[src/rtl/spi_cap_pkg.sv]
package spi_cap_pkg;

  typedef enum logic [1:0] {
    ST_IDLE  = 2'd0,
    ST_ARMED = 2'd1,
    ST_TRIG  = 2'd2,
    ST_DONE  = 2'd3
  } cap_state_e;

  typedef enum logic [1:0] {
    TM_EDGE    = 2'd0,
    TM_PATTERN = 2'd1,
    TM_SEQ     = 2'd2,
    TM_NONE    = 2'd3
  } trig_mode_e;

  // True when every bit selected by the mask agrees.
  function automatic logic masked_equal(input logic [7:0] a, input logic [7:0] b,
                                        input logic [7:0] m);
    return ((a ^ b) & m) == 8'h00;
  endfunction

endpackage

[src/rtl/trig_match.sv]
module trig_match
  import spi_cap_pkg::*;
#(
  parameter int SEQ_MAX = 4,
  localparam int LW = $clog2(SEQ_MAX + 1),
  localparam int IW = (SEQ_MAX > 1) ? $clog2(SEQ_MAX) : 1
) (
  input  logic                   clk,
  input  logic                   rst_n,
  input  logic                   clr,
  input  logic                   enable,
  input  logic                   cs_n,
  input  logic                   byte_valid,
  input  logic [7:0]             byte_data,
  input  logic [1:0]             mode,
  input  logic                   edge_sel,
  input  logic [7:0]             pat_value,
  input  logic [7:0]             pat_mask,
  input  logic [8*SEQ_MAX-1:0]   seq_bytes,
  input  logic [LW-1:0]          seq_len,
  output logic                   hit
);

  logic          cs_q;
  logic [IW-1:0] idx_q, idx_d;
  logic          edge_ev, pat_ev, seq_ev;
  logic          len_ok, step_ok, first_ok;
  logic [7:0]    want_byte;

  always_ff @(posedge clk) begin
    if (!rst_n) cs_q <= 1'b1;
    else        cs_q <= cs_n;
  end

  assign edge_ev = edge_sel ? (cs_n & ~cs_q) : (~cs_n & cs_q);
  assign pat_ev  = byte_valid && masked_equal(byte_data, pat_value, pat_mask);

  assign len_ok    = (seq_len != '0) && (int'(seq_len) <= SEQ_MAX);
  assign want_byte = seq_bytes[8*idx_q +: 8];
  assign step_ok   = byte_data == want_byte;
  assign first_ok  = byte_data == seq_bytes[7:0];

  always_comb begin
    idx_d  = idx_q;
    seq_ev = 1'b0;
    if (enable && byte_valid && len_ok) begin
      if (step_ok) begin
        if (int'(idx_q) + 1 == int'(seq_len)) begin
          seq_ev = 1'b1;
          idx_d  = '0;
        end else begin
          idx_d = idx_q + 1'b1;
        end
      end else if (first_ok) begin
        idx_d = IW'(1);
      end else begin
        idx_d = '0;
      end
    end
  end

  always_ff @(posedge clk) begin
    if (!rst_n || clr) idx_q <= '0;
    else               idx_q <= idx_d;
  end

  always_comb begin
    hit = 1'b0;
    if (enable) begin
      unique case (trig_mode_e'(mode))
        TM_EDGE:    hit = edge_ev;
        TM_PATTERN: hit = pat_ev;
        TM_SEQ:     hit = seq_ev;
        default:    hit = 1'b0;
      endcase
    end
  end

  p_seq_idx_bound_r5: assert property (@(posedge clk) disable iff (!rst_n)
    int'(idx_q) < SEQ_MAX);

  p_seq_restart_r5: assert property (@(posedge clk) disable iff (!rst_n)
    (enable && !clr && byte_valid && mode == 2'd2 && !step_ok && first_ok && len_ok)
    |=> idx_q == IW'(1));

  p_mode_none_r5: assert property (@(posedge clk) disable iff (!rst_n)
    (mode == 2'd3) |-> !hit);

endmodule

[src/rtl/cap_buffer.sv]
module cap_buffer #(
  parameter int DEPTH = 16,
  localparam int AW = $clog2(DEPTH)
) (
  input  logic          clk,
  input  logic          rst_n,
  input  logic          clr,
  input  logic          wr_en,
  input  logic [7:0]    wr_data,
  input  logic [AW-1:0] rd_addr,
  output logic [AW:0]   fill,
  output logic [7:0]    rd_data
);

  logic [7:0]    mem [DEPTH];
  logic [AW-1:0] wr_ptr;
  logic [AW-1:0] origin;

  // Oldest slot: write pointer minus the stored count, modulo DEPTH.
  function automatic logic [AW-1:0] oldest_slot(input logic [AW-1:0] ptr,
                                                input logic [AW:0] cnt);
    return AW'((int'(ptr) + DEPTH - (int'(cnt) % DEPTH)) % DEPTH);
  endfunction

  function automatic logic [AW-1:0] slot_of(input logic [AW-1:0] base,
                                            input logic [AW-1:0] ofs);
    return AW'((int'(base) + int'(ofs)) % DEPTH);
  endfunction

  function automatic logic [AW-1:0] next_ptr(input logic [AW-1:0] ptr);
    return AW'((int'(ptr) + 1) % DEPTH);
  endfunction

  always_ff @(posedge clk) begin
    if (wr_en) mem[wr_ptr] <= wr_data;
  end

  always_ff @(posedge clk) begin
    if (!rst_n || clr) begin
      wr_ptr <= '0;
      fill   <= '0;
    end else if (wr_en) begin
      wr_ptr <= next_ptr(wr_ptr);
      if (int'(fill) < DEPTH) fill <= fill + 1'b1;
    end
  end

  assign origin  = oldest_slot(wr_ptr, fill);
  assign rd_data = mem[slot_of(origin, rd_addr)];

  p_fill_bound_r8: assert property (@(posedge clk) disable iff (!rst_n)
    int'(fill) <= DEPTH);

  p_fill_step_r8: assert property (@(posedge clk) disable iff (!rst_n)
    (wr_en && !clr && int'(fill) < DEPTH) |=> int'(fill) == int'($past(fill)) + 1);

  p_fill_hold_r8: assert property (@(posedge clk) disable iff (!rst_n)
    (!wr_en && !clr) |=> $stable(fill));

endmodule

[src/rtl/capture_ctrl.sv]
module capture_ctrl
  import spi_cap_pkg::*;
#(
  parameter int DEPTH = 16,
  localparam int AW = $clog2(DEPTH)
) (
  input  logic        clk,
  input  logic        rst_n,
  input  logic        arm,
  input  logic        hit,
  input  logic        byte_valid,
  input  logic [AW:0] fill,
  input  logic [AW:0] pre_depth,
  input  logic [AW:0] post_count,
  output cap_state_e  state,
  output logic        match_en,
  output logic        wr_en,
  output logic        clr
);

  logic [AW:0] post_left;
  logic        ready;
  logic        accept;

  assign ready    = fill >= pre_depth;
  assign match_en = (state == ST_ARMED) && !arm;
  assign accept   = hit && ready;
  assign clr      = arm;
  assign wr_en    = byte_valid && !arm && (state == ST_ARMED || state == ST_TRIG);

  always_ff @(posedge clk) begin
    if (!rst_n) begin
      state     <= ST_IDLE;
      post_left <= '0;
    end else if (arm) begin
      state     <= ST_ARMED;
      post_left <= '0;
    end else begin
      unique case (state)
        ST_ARMED: if (accept) begin
          post_left <= post_count;
          state     <= (post_count == '0) ? ST_DONE : ST_TRIG;
        end
        ST_TRIG: if (byte_valid) begin
          post_left <= post_left - 1'b1;
          if (post_left == AW'(1)) state <= ST_DONE;
        end
        default: ;
      endcase
    end
  end

  p_arm_enters_armed_r2: assert property (@(posedge clk) disable iff (!rst_n)
    arm |=> state == ST_ARMED && fill == '0);

  p_trig_needs_history_r6: assert property (@(posedge clk) disable iff (!rst_n)
    (state == ST_ARMED && !arm) |=> (state == ST_ARMED || $past(fill) >= $past(pre_depth)));

  p_done_holds_r7: assert property (@(posedge clk) disable iff (!rst_n)
    (state == ST_DONE && !arm) |=> state == ST_DONE && $stable(fill));

  p_post_waits_byte_r7: assert property (@(posedge clk) disable iff (!rst_n)
    (state == ST_TRIG && !byte_valid && !arm) |=> state == ST_TRIG);

endmodule

[src/rtl/spi_capture_trigger.sv]
module spi_capture_trigger
  import spi_cap_pkg::*;
#(
  parameter int DEPTH   = 16,
  parameter int SEQ_MAX = 4,
  localparam int AW = $clog2(DEPTH),
  localparam int LW = $clog2(SEQ_MAX + 1)
) (
  input  logic                 clk,
  input  logic                 rst_n,
  input  logic                 arm,
  input  logic                 cs_n,
  input  logic                 byte_valid,
  input  logic [7:0]           byte_data,
  input  logic [1:0]           trig_mode,
  input  logic                 edge_sel,
  input  logic [7:0]           pat_value,
  input  logic [7:0]           pat_mask,
  input  logic [8*SEQ_MAX-1:0] seq_bytes,
  input  logic [LW-1:0]        seq_len,
  input  logic [AW:0]          pre_depth,
  input  logic [AW:0]          post_count,
  input  logic [AW-1:0]        rd_addr,
  output logic [1:0]           state,
  output logic [AW:0]          stored_count,
  output logic [7:0]           rd_data
);

  cap_state_e st;
  logic       hit;
  logic       match_en;
  logic       wr_en;
  logic       clr;
  logic [AW:0] fill;

  trig_match #(.SEQ_MAX(SEQ_MAX)) u_match (
    .clk(clk), .rst_n(rst_n), .clr(clr), .enable(match_en), .cs_n(cs_n),
    .byte_valid(byte_valid), .byte_data(byte_data), .mode(trig_mode),
    .edge_sel(edge_sel), .pat_value(pat_value), .pat_mask(pat_mask),
    .seq_bytes(seq_bytes), .seq_len(seq_len), .hit(hit)
  );

  capture_ctrl #(.DEPTH(DEPTH)) u_ctrl (
    .clk(clk), .rst_n(rst_n), .arm(arm), .hit(hit), .byte_valid(byte_valid),
    .fill(fill), .pre_depth(pre_depth), .post_count(post_count),
    .state(st), .match_en(match_en), .wr_en(wr_en), .clr(clr)
  );

  cap_buffer #(.DEPTH(DEPTH)) u_buf (
    .clk(clk), .rst_n(rst_n), .clr(clr), .wr_en(wr_en), .wr_data(byte_data),
    .rd_addr(rd_addr), .fill(fill), .rd_data(rd_data)
  );

  assign state        = st;
  assign stored_count = fill;

  p_idle_no_store_r1: assert property (@(posedge clk) disable iff (!rst_n)
    (state == 2'd0 && !arm) |=> $stable(stored_count) && state == 2'd0);

endmodule

[config.mk]
export PLATFORM = sky130hd
export DESIGN_NAME = spi_capture_trigger
export DESIGN_NICKNAME = d
export VERILOG_FILES = /design/src/rtl/spi_cap_pkg.sv /design/src/rtl/trig_match.sv /design/src/rtl/cap_buffer.sv /design/src/rtl/capture_ctrl.sv /design/src/rtl/spi_capture_trigger.sv
export SDC_FILE = /design/constraint.sdc
export NUM_CORES = 1
export LEC_CHECK = 0
export BUFFER_PORTS_ARGS = -buffer_cell sky130_fd_sc_hd__buf_4
export CAP_MARGIN = 10
export CORE_MARGIN = 2
export CORE_UTILIZATION = 45
export DETAILED_ROUTE_END_ITERATION = 16
export PLACE_DENSITY = 0.65
export SYNTH_ARGS = -nofsm -noshare
export SYNTH_HDL_FRONTEND = slang
export SYNTH_SLANG_ARGS = --single-unit
[constraint.sdc]
create_clock -name clk -period 4.5 [get_ports clk]
set_input_delay 0.9 -clock clk [delete_from_list [all_inputs] [get_ports clk]]
set_output_delay 0.9 -clock clk [all_outputs]
set_load 0.02 [all_outputs]
* Yosys cells after proc, flatten, opt, wreduce, memory -nomap -nowiden
Memories as Yosys holds them, arrays and structs flattened.
Cells that the tools add are included.
** Cells by class
- Bitwise gates (word level) :: 7
- Muxes and demuxes :: 20
- Shift operators :: 1
- Divide/modulo/power cells :: 0
- Equality and inequality tests :: 14
- Magnitude comparators :: 3
- Multipliers :: 0
- Reduce and logical (&&, ||, !) cells :: 23
- $add $sub $neg :: 8
** Operators by type and width (count)
- == test 32 x 4 -> 1 bit :: 1
- variable part select 32 x 6 -> 8 bit :: 1
- == test 8 bit :: 2
- 2-to-1 mux 1 bit :: 10
- 2-to-1 mux 2 bit :: 5
- 2-to-1 mux 5 bit :: 2
- one-hot mux 5 bit (2 select lines) :: 1
- adder 4 x 1 -> 4 bit (second input constant) :: 2
- AND 8 bit :: 1
- logical AND 1 bit :: 8
- logical NOT 8 bit :: 1
- AND reduction 4 bit :: 2
- XOR 8 bit :: 1
- != test 3 bit (second input constant) :: 2
- nonzero test 3 bit :: 2
- adder 5 x 1 -> 5 bit (second input constant) :: 1
- == test 5 x 1 -> 1 bit (second input constant) :: 1
- greater-or-equal comparator 5 bit :: 1
- logical NOT 5 bit :: 1
- less-than comparator 5 bit (second input constant) :: 1
- subtractor 5 x 1 -> 5 bit (second input constant) :: 1
- adder 4 bit :: 1
- == test 2 x 1 -> 1 bit (second input constant) :: 2
- == test 2 bit (second input constant) :: 2
- other kinds (18) :: 24
** Storage, ports and cells
- Bits in read-only memories :: 0
- Logic and storage cells :: 84
- RAM bits :: 128
- Latch bits :: 0
- Input port bits :: 81
- Output and inout bits :: 15
- Bits in registers :: 19
- Memories :: 1
** Memory list
- u_buf.mem :: depth 16, width 8, rd ports 1, clocked after memory_dff 0, write ports 1, RTL line cap_buffer.sv:15 : logic [7:0] mem [DEPTH];

* Longest topological paths before layout
- Depth in word-level cells :: 11
- Gate-level depth with buffers :: 11
- Mapped depth without buffers :: 10

* By module
From an unflattened synthesis, not the netlist that was laid out.
** Second synthesis, totals
- Cell total of the unflattened synthesis :: 541
- Area total of the unflattened synthesis :: 7201.9 um2
** By module, submodules not included
- cap_buffer :: cells each 387, area each 5829.3 um2, sequential area each 4023.9 um2, instances 1
- trig_match :: cells each 76, area each 718.2 um2, sequential area each 60.1 um2, instances 1
- capture_ctrl :: cells each 78, area each 654.4 um2, sequential area each 140.1 um2, instances 1

* Least setup slack after synthesis
Ideal clock, no wire load.
- Kind :: input-to-output
- Start point :: in rd_addr[1]
- End point :: out rd_data[0]
- Data required time :: 3600 ps
- Cell stages on the path :: 8
- Arrival :: 3489 ps
- Buffers on the path :: 2
- Setup slack :: 111 ps
- Path through :: inv_1 -> fa_1 -> fa_1 -> clkbuf_1 -> clkbuf_1 -> mux4_2 -> mux2i_1 -> a21oi_1
** On the way
- Longest elaborated chain between the ends :: 2
** Ends and longest elaborated chain
- from (decl) :: RTL line spi_capture_trigger.sv:23 : input logic [AW-1:0] rd_addr,
- adder 4 bit :: RTL line cap_buffer.sv:27 : return AW'((int'(base) + int'(ofs)) % DEPTH);
- memory read (16 x 8 bit)
- to (decl) :: RTL line spi_capture_trigger.sv:26 : output logic [7:0] rd_data
Every way passes these cells.

* Final worst setup path
- Start point :: in rd_addr[1]
- End point :: out rd_data[7]
Same word-level chain as after synthesis.

==> impl_results.md <==
- Minimum clock period: 4310 ps
- Port Buffers: 95
- CP bufs+invs: 4
- CTS tree: done
- GR Util All Layers: 19.1%
- Synth cell count leaders: edfxtp_1 (128), mux4_2 (40), nor2_1 (32), xnor2_1 (25), inv_1 (23)
- Ys async rst share: 0%
- CTS Sinks: 147
- Die Wd: 128 µm
- Cts hold-fix bufs: 0
- Final instance area: 8380 µm²
- Chip height: 128 µm
- FF-to-FF setup slack: 1620 ps
- Worst-path clk slew: 50 ps
- DR iter-0 viols: 275
- Critical Path Sink Type: primary output
- Synth area leader: edfxtp_1
- Synth Instances: 448
- Max Transition Viols Final: 0
- Yosys reg bits: 147
- Total number of vias: 4125
- Yosys warning count: 0
- Filler Cell Count: 1196
- Synthesized area: 6890 µm²
- Netlist cell types: 51
- Final ANT Viol Nets: 0
- Routed vias/inst: 5.49
- Post-CTS Setup Inserts: 0
- Syn nets: 551
- Crit path max fanout: 32
- Top cells by area, synth: edfxtp_1 (56%), mux4_2 (13%), dfxtp_1 (5.5%)
- Hold Fails Final Rpt: 0
- Post-synth EDFFs: 128
- DRC viols: 0
- First-pass DRT Iterations: 4
- # resized after CTS: 0
- Critical Path Start Type: input pin
- Hold Path Class: reg -> reg
- Maximum vdd drop: 0.285 mV
- CP max stage delay: 600 ps
- Worst slew pin tran: 934 ps
- CP Data Arrival Time: 3410 ps
- Relative slew slack: 37.5%
- Most common cell in the netlist: edfxtp_1
- GRT Residual Overflow: 0
- Clk_lat worst skew: 410 ps
- Leak Pwr: 2.96 nW
- Average wire per standard cell: 19.7 µm
- Skew final: 3.59 ps
- Largest net degree at the start of global routing: 33
- Register area share after synthesis: 61.3%
- First-pass GRT wire length: 23000 µm
- PD cells: 376 nW/µm²
- Layout cell share with drive strength beyond 1: 30.8%
- CP Class: in -> out
- Cell Count, Final, Fillers Out: 751
- Fin Setup TNS: 0 ps
- Outcome: finished clean
- Vias in the first global route: 4232
- Die footprint: 16300 µm²
- Placed Cells: 722
- Max-cap violations: 0
- CTS buffer count: 17
- Fmax: 232 MHz
- CP top delay family: adder cells
- I/O pin cnt: 96
- Nets: 656
- Root buf cell: clkbuf_16
- Post-synth top area share: 55.8%
- Synth Flop Type: edfxtp_1
- Fin crit share: 95.7%
- Core area: 15100 µm²
- Post-detail-place hpwl: 10500 µm
- GP Congestion: 0.773
- Initial antenna violation count: 1
- Total routed wirelength: 14800 µm
- Area grow syn2layout: 21.5%
- Max Root-Sink Buffers: 2
- Syn avg cell area: 15.4 µm²
- Post-DP Area: 7870 µm²
- Starting Density: 45.7%
- Final setup viols: 0
- CP Cell Sequence: buf_4 -> inv_1 -> fa_1 -> fa_1 -> buf_12 -> mux4_2 -> nor2b_1 -> a211oi_1 -> a21oi_1 -> buf_4
- Std cell rows: 45
- Pwr Total: 3.15 mW
- H-tree depth: 4
- Unrepaired setup endpoints after global routing: no
- CP max-delay cell: fa_1
- Critical path required time: 3600 ps
==> cell type report <==
cell class / instances / area, µm² / area share, %
timing repair buffer: 103 / 811 / 9.68
sequential: 147 / 4220 / 50.4
clock buffer: 19 / 433 / 5.17
antenna: 1 / 2.50 / 0.0299
tap: 188 / 235 / 2.81
inverter: 23 / 86.3 / 1.03
multi-input combinational: 261 / 2520 / 30.0
clock inverter: 9 / 68.8 / 0.821
==> state kept, by name, indices dropped and copies added, names as in the netlist <==
register / count
u_buf.mem: 128
u_buf.fill: 5
u_ctrl.post_left: 5
u_buf.wr_ptr: 4
u_ctrl.state: 2
u_match.idx_q: 2
u_match.cs_q: 1
==> cells by family (layout without fill, tap and decap cells) <==
kind of cell / after synthesis / in the layout / share of synthesized area, %
buffers and inverters: 40 / 154 / 2.34
other: 0 / 1 / 0
xor gates and xnor gates: 38 / 38 / 4.83
AOI/OAI and AO/OA: 51 / 51 / 5.36
and+or+nand+nor: 99 / 99 / 7.21
adders and majority gates: 22 / 22 / 4.32
muxes: 51 / 51 / 14.7
DFF: 147 / 147 / 61.3
==> worst paths after layout <==
| path | start | endpoint | cells past startpoint |
|---|---|---|---|
| setup / recovery | rd_addr[1] | rd_data[7] | 10 |
| hold / removal | u_ctrl.post_left[4]$_SDFFE_PP0P_ | u_ctrl.post_left[4]$_SDFFE_PP0P_ | 2 |
| setup reg to reg | u_ctrl.state[0]$_SDFFE_PN0P_ | u_buf.mem[11][3]$_DFFE_PP_ | 6 |
| hold reg to reg | u_ctrl.post_left[4]$_SDFFE_PP0P_ | u_ctrl.post_left[4]$_SDFFE_PP0P_ | 2 |
==> worst register-to-register path, cell delays in order (launching register included) <==
cell	delay (ps)
dfxtp_1	410
inv_1	70
ha_1	280
nor2b_1	260
nor2b_1	440
nand2_1	280
nor2_1	750
==> per-layer routing <==
metal  up-vias  share of wire, %  track usage [%]  routed length (µm)
li1       1940                 -                -                   -
met4         0               1.4             5.95                 213
met5         -                 0                0                   0
met2       138                50             31.2                7440
met1      2029                42             24.8                6290
met3        18               5.9             5.76                 881
==> cell usage in the layout (no fill, tap or decap), types with 2 or more instances in the layout <==
cell type    n
nor2_1      32
buf_4      100
nand4_1      7
nand3_1      5
mux4_2      40
inv_1       23
nand2_1     15
buf_12       3
mux2i_1     11
clkinv_2     4
clkinv_1     3
nor3_1       9
dfxtp_1     19
clkbuf_16   17
nor2b_1     15
nand2b_1     8
a21oi_1     15
edfxtp_1   128
ha_1        18
xnor2_1     25
a211oi_1    10
fa_1         3
xor2_1      12
a21o_1       2
o21ai_0      2
a22oi_1      4
clkbuf_1     2
==> power by group <==
part / internal, mW / switching [mW]
sequential: 1.49 / 0.00378
combinational: 0.215 / 0.220
clock: 0.735 / 0.490
==> stage by stage <==
stage               worst slack [ps]  hold WS [ps]  utilization (%)
detailed placement               222           470             52.2
global placement                 255           448             52.2
finish                           193           478             55.5
global route                    79.0           495             55.5
CTS                              160           477             55.5
floorplan                        111           442                -
Note: power is estimated with default switching activity, not from simulation.
